`src/rtl/radio_init_pkg.sv`:
```
package radio_init_pkg;

   typedef enum logic [1:0] {
      ST_IDLE,
      ST_WRITE,
      ST_SETTLE,
      ST_PROBE
   } seq_state_t;

   localparam int unsigned NUM_STEPS  = 7;
   localparam int unsigned STEP_IDX_W = 3;
   localparam logic [4:0]  PROBE_REG  = 5'h03;

   typedef struct packed {
      logic [4:0] reg_sel;
      logic [7:0] value;
   } cfg_step_t;

   function automatic cfg_step_t step_at(input logic [STEP_IDX_W-1:0] i);
      cfg_step_t s;
      case (i)
         3'd0:    s = '{reg_sel: 5'h00, value: 8'h00};
         3'd1:    s = '{reg_sel: 5'h01, value: 8'h03};
         3'd2:    s = '{reg_sel: 5'h02, value: 8'h03};
         3'd3:    s = '{reg_sel: 5'h06, value: 8'h00};
         3'd4:    s = '{reg_sel: 5'h07, value: 8'h70};
         3'd5:    s = '{reg_sel: 5'h1C, value: 8'h03};
         default: s = '{reg_sel: 5'h1D, value: 8'h04};
      endcase
      return s;
   endfunction

endpackage

```
`src/rtl/init_step_rom.sv`:
```
module init_step_rom
   import radio_init_pkg::*;
#(
   parameter int unsigned ADDR_W = 5,
   parameter int unsigned DATA_W = 8
) (
   input  logic [STEP_IDX_W-1:0] idx_i,
   output logic [ADDR_W-1:0]     addr_o,
   output logic [DATA_W-1:0]     data_o
);
   cfg_step_t step;
   assign step = step_at(idx_i);

   generate
      if (ADDR_W == 5) begin : g_addr_exact
         assign addr_o = step.reg_sel;
      end else begin : g_addr_pad
         assign addr_o = {{(ADDR_W-5){1'b0}}, step.reg_sel};
      end
      if (DATA_W == 8) begin : g_data_exact
         assign data_o = step.value;
      end else begin : g_data_pad
         assign data_o = {{(DATA_W-8){1'b0}}, step.value};
      end
   endgenerate
endmodule

```
`src/rtl/settle_timer.sv`:
```
module settle_timer #(
   parameter int unsigned WAIT_CYCLES = 1_000_000
) (
   input  logic clk,
   input  logic rst_n,
   input  logic load_i,
   output logic expired_o
);
   localparam int unsigned CNT_W = $clog2(WAIT_CYCLES + 1);
   localparam logic [CNT_W-1:0] LOAD_VAL = CNT_W'(WAIT_CYCLES - 1);

   logic [CNT_W-1:0] cnt_q;

   always_ff @(posedge clk or negedge rst_n) begin
      if (!rst_n)               cnt_q <= '0;
      else if (load_i)          cnt_q <= LOAD_VAL;
      else if (cnt_q != '0)     cnt_q <= cnt_q - 1'b1;
   end

   assign expired_o = (cnt_q == '0);
endmodule

```
`src/rtl/width_probe_judge.sv`:
```
module width_probe_judge #(
   parameter int unsigned DATA_W    = 8,
   parameter int unsigned SIZE_BITS = 2
) (
   input  logic [DATA_W-1:0] rdata_i,
   output logic              healthy_o
);
   logic upper_clear, size_legal;
   assign upper_clear = (rdata_i[DATA_W-1:SIZE_BITS] == '0);
   assign size_legal  = (rdata_i[SIZE_BITS-1:0] != '0);
   assign healthy_o   = upper_clear && size_legal;
endmodule

```
`src/rtl/radio_init_seq.sv`:
```
module radio_init_seq
   import radio_init_pkg::*;
#(
   parameter int unsigned ADDR_W      = 5,
   parameter int unsigned DATA_W      = 8,
   parameter int unsigned WAIT_CYCLES = 1_000_000
) (
   input  logic              clk,
   input  logic              rst_n,
   input  logic              start_i,
   input  logic              acc_done_i,
   input  logic [DATA_W-1:0] acc_rdata_i,
   output logic              acc_req_o,
   output logic              acc_write_o,
   output logic [ADDR_W-1:0] acc_addr_o,
   output logic [DATA_W-1:0] acc_wdata_o,
   output logic              done_o,
   output logic              alive_o
);
   localparam logic [STEP_IDX_W-1:0] LAST_IDX = STEP_IDX_W'(NUM_STEPS - 1);

   initial begin
      assert (ADDR_W >= 5)       else $error("ADDR_W must hold a 5-bit register address");
      assert (DATA_W >= 8)       else $error("DATA_W must hold a byte");
      assert (WAIT_CYCLES >= 1)  else $error("WAIT_CYCLES must be at least 1");
   end

   seq_state_t            state_q;
   logic [STEP_IDX_W-1:0] idx_q;
   logic [ADDR_W-1:0]     rom_addr;
   logic [DATA_W-1:0]     rom_data;
   logic                  settle_load, settle_expired, probe_ok;
   logic                  last_write_done, probe_done;

   init_step_rom #(.ADDR_W(ADDR_W), .DATA_W(DATA_W)) u_rom (
      .idx_i  (idx_q),
      .addr_o (rom_addr),
      .data_o (rom_data)
   );

   assign last_write_done = (state_q == ST_WRITE) && acc_done_i && (idx_q == LAST_IDX);
   assign probe_done      = (state_q == ST_PROBE) && acc_done_i;
   assign settle_load     = last_write_done;

   settle_timer #(.WAIT_CYCLES(WAIT_CYCLES)) u_timer (
      .clk       (clk),
      .rst_n     (rst_n),
      .load_i    (settle_load),
      .expired_o (settle_expired)
   );

   width_probe_judge #(.DATA_W(DATA_W), .SIZE_BITS(2)) u_judge (
      .rdata_i   (acc_rdata_i),
      .healthy_o (probe_ok)
   );

   always_ff @(posedge clk or negedge rst_n) begin
      if (!rst_n) begin
         state_q <= ST_IDLE;
         idx_q   <= '0;
         done_o  <= 1'b0;
         alive_o <= 1'b0;
      end else begin
         done_o <= 1'b0;
         unique case (state_q)
            ST_IDLE: begin
               if (start_i) begin
                  state_q <= ST_WRITE;
                  idx_q   <= '0;
                  alive_o <= 1'b0;
               end
            end
            ST_WRITE: begin
               if (acc_done_i) begin
                  if (idx_q == LAST_IDX) state_q <= ST_SETTLE;
                  else                   idx_q   <= idx_q + 1'b1;
               end
            end
            ST_SETTLE: begin
               if (settle_expired) state_q <= ST_PROBE;
            end
            ST_PROBE: begin
               if (probe_done) begin
                  alive_o <= probe_ok;
                  done_o  <= 1'b1;
                  state_q <= ST_IDLE;
               end
            end
            default: state_q <= ST_IDLE;
         endcase
      end
   end

   assign acc_req_o   = (state_q == ST_WRITE) || (state_q == ST_PROBE);
   assign acc_write_o = (state_q == ST_WRITE);
   assign acc_addr_o  = (state_q == ST_PROBE) ? ADDR_W'(PROBE_REG) : rom_addr;
   assign acc_wdata_o = (state_q == ST_WRITE) ? rom_data : '0;
endmodule

```
`config.mk`:
```
export PLATFORM = sky130hd
export DESIGN_NAME = radio_init_seq
export DESIGN_NICKNAME = d
export VERILOG_FILES = /design/src/rtl/radio_init_pkg.sv /design/src/rtl/init_step_rom.sv /design/src/rtl/settle_timer.sv /design/src/rtl/width_probe_judge.sv /design/src/rtl/radio_init_seq.sv
export SDC_FILE = /design/constraint.sdc
export NUM_CORES = 1
export LEC_CHECK = 0
export BUFFER_PORTS_ARGS = -buffer_cell sky130_fd_sc_hd__buf_2
export CORE_UTILIZATION = 56
export CTS_CLUSTER_SIZE = 30
export DETAILED_ROUTE_END_ITERATION = 8
export PLACE_DENSITY = 0.79
export SLEW_MARGIN = 20
export SYNTH_ARGS = -nofsm -noshare
export SYNTH_HDL_FRONTEND = slang
export SYNTH_SLANG_ARGS = --single-unit
```
`constraint.sdc`:
```
create_clock -name clk -period 3.38 [get_ports clk]
set_input_delay 0.338 -clock clk [delete_from_list [all_inputs] [get_ports clk]]
set_output_delay 0.338 -clock clk [all_outputs]
set_load 0.02 [all_outputs]
```
### Word-level counts from Yosys, hierarchy flattened

Cells that the tools add are included.

| word-level totals | value |
|---|---|
| register bits | 27 |
| bits in latches | 0 |
| memory bits (writable) | 0 |
| memory bits (read-only) | 0 |
| input port bits | 12 |
| output and inout port bits | 17 |
| word-level logic and storage cells | 59 |
| memories kept | 0 |

| cells by class | value |
|---|---|
| $add $sub $neg | 2 |
| multipliers | 0 |
| divide/modulo/power cells | 0 |
| $lt $le $gt $ge | 0 |
| equal/unequal tests | 15 |
| shifts and indexed selects | 0 |
| mux-type cells | 20 |
| bitwise logic cells | 0 |
| reductions and logical operators | 17 |

Operators with widths:

| cell | count |
|---|---|
| 13-bit case mux with 6 select lines | 1 |
| 20-bit 2-to-1 mux | 2 |
| 20-bit zero test | 1 |
| 20-bit nonzero test | 1 |
| 20-bit by 1-bit subtractor with 20-bit output, second input constant | 1 |
| 2-bit 2-to-1 mux | 5 |
| 2-bit != test, second input constant | 5 |
| 3-bit == test, second input constant | 3 |
| 3-bit 2-to-1 mux | 3 |
| 8-bit 2-to-1 mux | 1 |
| 2-bit case mux with 4 select lines | 1 |
| 2-bit nonzero test | 4 |
| 3-bit by 2-bit == test with 1-bit output, second input constant | 2 |
| 6-bit zero test | 1 |
| 3-bit case mux with 2 select lines | 1 |
| 5-bit 2-to-1 mux | 1 |
| 5-bit AND reduction | 1 |
| 2-bit == test, second input constant | 2 |
| 1-bit logical AND | 4 |
| 1-bit 2-to-1 mux | 4 |
| 4-bit AND reduction | 1 |
| 3-bit by 1-bit adder with 3-bit output, second input constant | 1 |
| 3-bit by 1-bit == test with 1-bit output, second input constant | 1 |
| 3-bit zero test | 1 |
| 6 further kinds | 6 |

### Longest topological paths before layout

| depth | value |
|---|---|
| depth after elaboration | 4 |
| gate-level depth with buffers | 8 |
| depth with buffers taken out | 6 |

### By module

Synthesis repeated with hierarchy kept, for this count alone.

| second synthesis, totals | value |
|---|---|
| cells, all modules | 200 |
| area total of the unflattened synthesis | 1891.8 µm² |

By module, submodules not included:

| module | times used | cells an instance | area an instance (µm²) | sequential area each (µm²) |
|---|---|---|---|---|
| settle_timer | 1 | 115 | 1129.8 | 500.5 |
| radio_init_seq | 1 | 63 | 618.1 | 175.2 |
| init_step_rom | 1 | 19 | 120.1 | 0.0 |
| width_probe_judge | 1 | 3 | 23.8 | 0.0 |

### Worst setup path before layout

OpenSTA, ideal clock, no wires.

| timing | value |
|---|---|
| path type | register to register |
| from | reg u_timer.cnt_q[13] |
| to | reg state_q[1] |
| library setup time | 128 ps |
| arrival time | 2247 ps |
| data required time | 3252 ps |
| slack | 1005 ps |
| stages on the path, launching flop included | 7 |
| path buffers | 2 |
| clock period less this slack | 2375 ps |
| path through | dfrtp_1 or4_1 buf_2 or4_4 buf_6 a2111oi_4 mux2_1 |

| between the ends | value |
|---|---|
| word-level cells in the longest chain between the ends | 3 |

RTL lines:

| item | line | text |
|---|---|---|
| start, declared | settle_timer.sv:12 | `logic [CNT_W-1:0] cnt_q;` |
| start signal, assigned | settle_timer.sv:17 | `else if (cnt_q != '0) cnt_q <= cnt_q - 1'b1;` |
| 20-bit zero test | settle_timer.sv:20 | `assign expired_o = (cnt_q == '0);` |
| 2-bit != test (no line) | n/a |  |
| 5-bit AND reduction (no line) | n/a |  |
| end signal, assigned | radio_init_seq.sv:59 | `state_q <= ST_IDLE;` |
| end signal, assigned | radio_init_seq.sv:68 | `state_q <= ST_WRITE;` |
| end signal, assigned | radio_init_seq.sv:75 | `if (idx_q == LAST_IDX) state_q <= ST_SETTLE;` |
| end, declared | radio_init_seq.sv:28 | `seq_state_t state_q;` |

No other way between the ends.
A chain may end at the register's enable or synchronous reset.

### Worst setup path after layout

| timing | value |
|---|---|
| from | reg idx_q[2] |
| to | out acc_addr_o[0] |

| between the ends | value |
|---|---|
| word-level cells in the longest chain between the ends | 3 |
| elaborated cells between the ends (all ways) | 8 |
| classes of those cells | eq/ne (5); mux (2); reduce/logical (1) |

RTL lines:

| item | line | text |
|---|---|---|
| start, declared | radio_init_seq.sv:29 | `logic [STEP_IDX_W-1:0] idx_q;` |
| start signal, assigned | radio_init_seq.sv:76 | `else idx_q <= idx_q + 1'b1;` |
| 3-bit == test, or another cell as far along | radio_init_pkg.sv:21 | `case (i)` |
| 13-bit case mux with 6 select lines (*) | radio_init_pkg.sv:21 |  |
| 5-bit 2-to-1 mux (*) | radio_init_seq.sv:96 | `assign acc_addr_o = (state_q == ST_PROBE) ? ADDR_W'(PROBE_REG) : rom_addr;` |
| end, declared | radio_init_seq.sv:15 | `output logic [ADDR_W-1:0] acc_addr_o,` |

Mark *: on every way between the ends. The rest lies on a longest branch, timed or not.

==> results.py <==
metrics = {
    "detailed_routing": {
        "firstDrtPassIters": 5,
        "drt_iter0_markers": 40,
        "vias": 1592,
        "drc": 0,
        "wl_per_cell_um": 14.4,
        "routed_wl_um": 3870,
        "ant_nets": 0,
        "vias_per_cell": 5.92,
    },
    "synthesis": {
        "synth_simple_gate_area_share_pct": 25.9,
        "synthAdderAreaFrac_pct": 7.51,
        "ys_seq_elements": 27,
        "synth_cell_type_count": 42,
        "muxShareOfSynthArea_pct": 6.08,
        "avgSynthCellArea_sq_um": 8.94,
        "synthCells": 205,
        "synth_edf_count": 0,
        "synth_top_family_by_area": "simple AND/OR/NAND/NOR gates",
        "synthArstFlopShare_pct": 100,
        "ys.warnings.count": 0,
        "seq_area_frac_synth_pct": 36.9,
        "synth_compound_area_share_pct": 16.4,
        "synthFlopType": "dfrtp_1",
        "synth_area_sq_um": 1830,
        "synth_xor_area_share_pct": 0,
    },
    "timing": {
        "drv_slew": 0,
        "fin_crit_sh_pct": 72.1,
        "slew-limit-headroom_pct": 40.7,
        "setup_violations": 0,
        "finalClockSkew_ns": 0.0123,
        "final.setup.tns_ns": 0,
        "post-route-min-period_ns": 2.44,
        "holdWs_ns": -0.0142,
        "fmax_ghz": 0.410,
        "rsz0062_at_grt": "no",
        "max_slew.worst_pin.slew_ns": 0.887,
        "hold_viol": 15,
    },
    "outcome": {
        "outcome": "finished with violations",
        "violations": "hold timing",
    },
    "clocking": {
        "postCtsSetupBuffers": 0,
        "cts_tree": "yes",
        "htreeDepth": 1,
        "hold_buffers": 0,
        "cts_root_buffer": "clkbuf_4",
        "clk_pin_slew_ns": 0.15,
        "clock_path_buffers": 2,
        "post_cts_resized": 0,
        "clk_latency_ns": 0.33,
        "cts_buffers": 3,
        "clock-sinks": 27,
    },
    "final_layout": {
        "multi_input_comb_area_sq_um": 1040,
        "nets": 249,
        "nFillCells": 269,
        "regArea_sq_um": 676,
        "syn_to_final_growth_pct": 8.53,
        "layout-drive-gt1-share_pct": 17.8,
        "antenna_cells": 0,
    },
    "floorplan": {
        "die_y_um": 59.2,
        "start_util_pct": 59.6,
        "io_pins": 29,
        "die_area_sq_um": 3510,
        "die_w_um": 59.2,
        "core-area_sq_um": 3080,
        "rows": 20,
    },
    "setup_path": {
        "worst-path-max-fanout": 10,
        "required_ns": 3.04,
        "critical-path-top-delay-family": "flip-flops",
        "cp_cell_sequence": "inv_1, ha_1, nor2_1, a211oi_1, a21oi_1, or2_2, buf_2",
        "path_class": "reg -> out",
        "crit_path_top_delay_cell": "dfrtp_1",
        "worstPathArrival_ns": 2.10,
        "worstSetupEndpointType": "output pin",
        "path_buf_inv": 2,
        "crit_path_start_kind": "flop",
        "slowest_delay_ns": 0.51,
    },
    "global_route": {
        "grt_pass1_wl_um": 6400,
        "grt_pass1_vias": 1492,
        "antenna_found_initial": 0,
        "grt_usage_pct": 24.5,
        "grt_max_degree": 28,
        "globalRoute.totalOverflow": 0,
    },
    "placement": {
        "gp_congestion": 0.863,
        "port_buffers": 26,
        "hpwl_um": 2950,
    },
    "power": {
        "p_comb_share_pct": 54.5,
        "p_per_area_nw_per_um2": 732,
        "clock_power_share_pct": 9.6,
        "switchingPower_uw": 664,
        "total_power_mw": 1.46,
        "peakVddDrop_uv": 463,
        "p_sw_share_pct": 45.6,
        "leakage_nw": 0.869,
        "p_int_uw": 792,
        "pwr-share-seq_pct": 35.9,
    },
    "hold_path": {
        "hp-class": "in -> async",
    },
    "run": {
        "drv_cap": 0,
    },
}
## power groups by stage
stage               clock [mW]  sequential, mW  combinational [mW]
global placement             0           0.517               0.759
global route             0.160           0.534               0.880
CTS                      0.146           0.521               0.796
floorplan                    0           0.503               0.619
finish                   0.140           0.523               0.793
detailed placement           0           0.527               0.794
## cells in the final DEF, fill, tap and decap left out, types with 6 or more instances in the layout
cell      instances
ha_1             11
or3_1             6
nand2b_1          6
nand2_1          10
inv_1            13
nor2_1           19
dfrtp_1          27
or4_1             6
a21oi_1          11
mux2i_1          10
nor3_1            7
buf_2            26
o21ai_0           8
## Yosys cell counts (2+ instances only)
cell type | number | share of area (%)
nor3_1 | 7 | 1.9
and3_1 | 2 | 0.68
o31a_1 | 2 | 0.96
nand2b_1 | 6 | 2.0
or4_1 | 6 | 2.5
nand4b_1 | 2 | 0.96
nor2_1 | 19 | 3.9
o22ai_1 | 2 | 0.68
buf_2 | 2 | 0.55
dfrtp_1 | 27 | 37
o21ai_0 | 8 | 2.2
a31oi_1 | 2 | 0.68
nand4_1 | 3 | 1.0
clkbuf_1 | 4 | 0.82
inv_1 | 13 | 2.7
ha_1 | 11 | 7.5
or3_1 | 6 | 2.0
a21oi_1 | 11 | 3.0
nand2_1 | 10 | 2.0
mux2i_1 | 10 | 5.5
and4_1 | 2 | 0.96
nand3_1 | 5 | 1.4
buf_4 | 6 | 2.5
a211oi_1 | 3 | 1.2
o31ai_1 | 5 | 2.0
nor2b_1 | 2 | 0.68
a21boi_0 | 2 | 0.82
and2_1 | 4 | 1.4
or2_2 | 4 | 1.4
nor4_1 | 6 | 2.0
a2111oi_0 | 2 | 0.96
## routing by layer
| metal | wire [um] | track usage (%) | part of all wire, % |
|---|---|---|---|
| met5 | 0 | 0 | 0 |
| met2 | 1940 | 42.7 | 50 |
| met4 | 46 | 8.84 | 1.2 |
| met1 | 1750 | 31.5 | 45 |
| met3 | 131 | 2.18 | 3.4 |
## logic make-up (layout without fill, tap and decap cells)
logic type | Yosys count | after routing
other cells | 1 | 2
mux | 11 | 11
buf+inv | 26 | 45
compound gates | 43 | 43
flops | 27 | 27
simple gates | 86 | 86
fa+ha+maj | 11 | 11
## final cells by class
| cell class | count | share of cell area [%] |
|---|---|---|
| Clock buffer | 3 | 1.13 |
| Inverter | 13 | 2.45 |
| Clock inverter | 1 | 0.252 |
| Sequential cell | 27 | 34.0 |
| Tap cell | 44 | 2.77 |
| Multi-Input combinational cell | 153 | 52.1 |
| Timing Repair Buffer | 28 | 7.30 |
## sequential cells by signal (all words and copies together), names as in the netlist
register	flops
done_o	1
idx_q	3
state_q	2
u_timer.cnt_q	20
alive_o	1
## final timing paths
path,slack (ns),startpoint,endpoint,depth (start not counted)
worst max register to register,0.95,u_timer.cnt_q[12],state_q[1],4
worst min-delay path,-0.01,rst_n,u_timer.cnt_q[19],1
worst min register to register,0.53,alive_o,alive_o,2
worst max-delay path,0.94,idx_q[2],acc_addr_o[0],7
max in group asynchronous,2.98,rst_n,u_timer.cnt_q[14],1
min in group clk,0.24,acc_rdata_i[6],alive_o,3
## through the flow
| stage | setup WS [ns] | instances | area (sq um) | hold slack [ns] | util (%) |
|---|---|---|---|---|---|
| after floorplan | 1.01 | 206 | 1840 | 0.0424 | - |
| after global placement | 0.989 | 265 | 1960 | 0.382 | 63.7 |
| after detailed placement | 0.935 | 265 | 1960 | 0.380 | 63.7 |
| after CTS | 0.926 | 269 | 1990 | 0.00161 | 64.6 |
| after global routing | 0.802 | 269 | 1990 | 0.0170 | 64.6 |
| final | 0.944 | 269 | 1990 | -0.0142 | 64.6 |
Note: power is estimated with default switching activity, not from simulation.
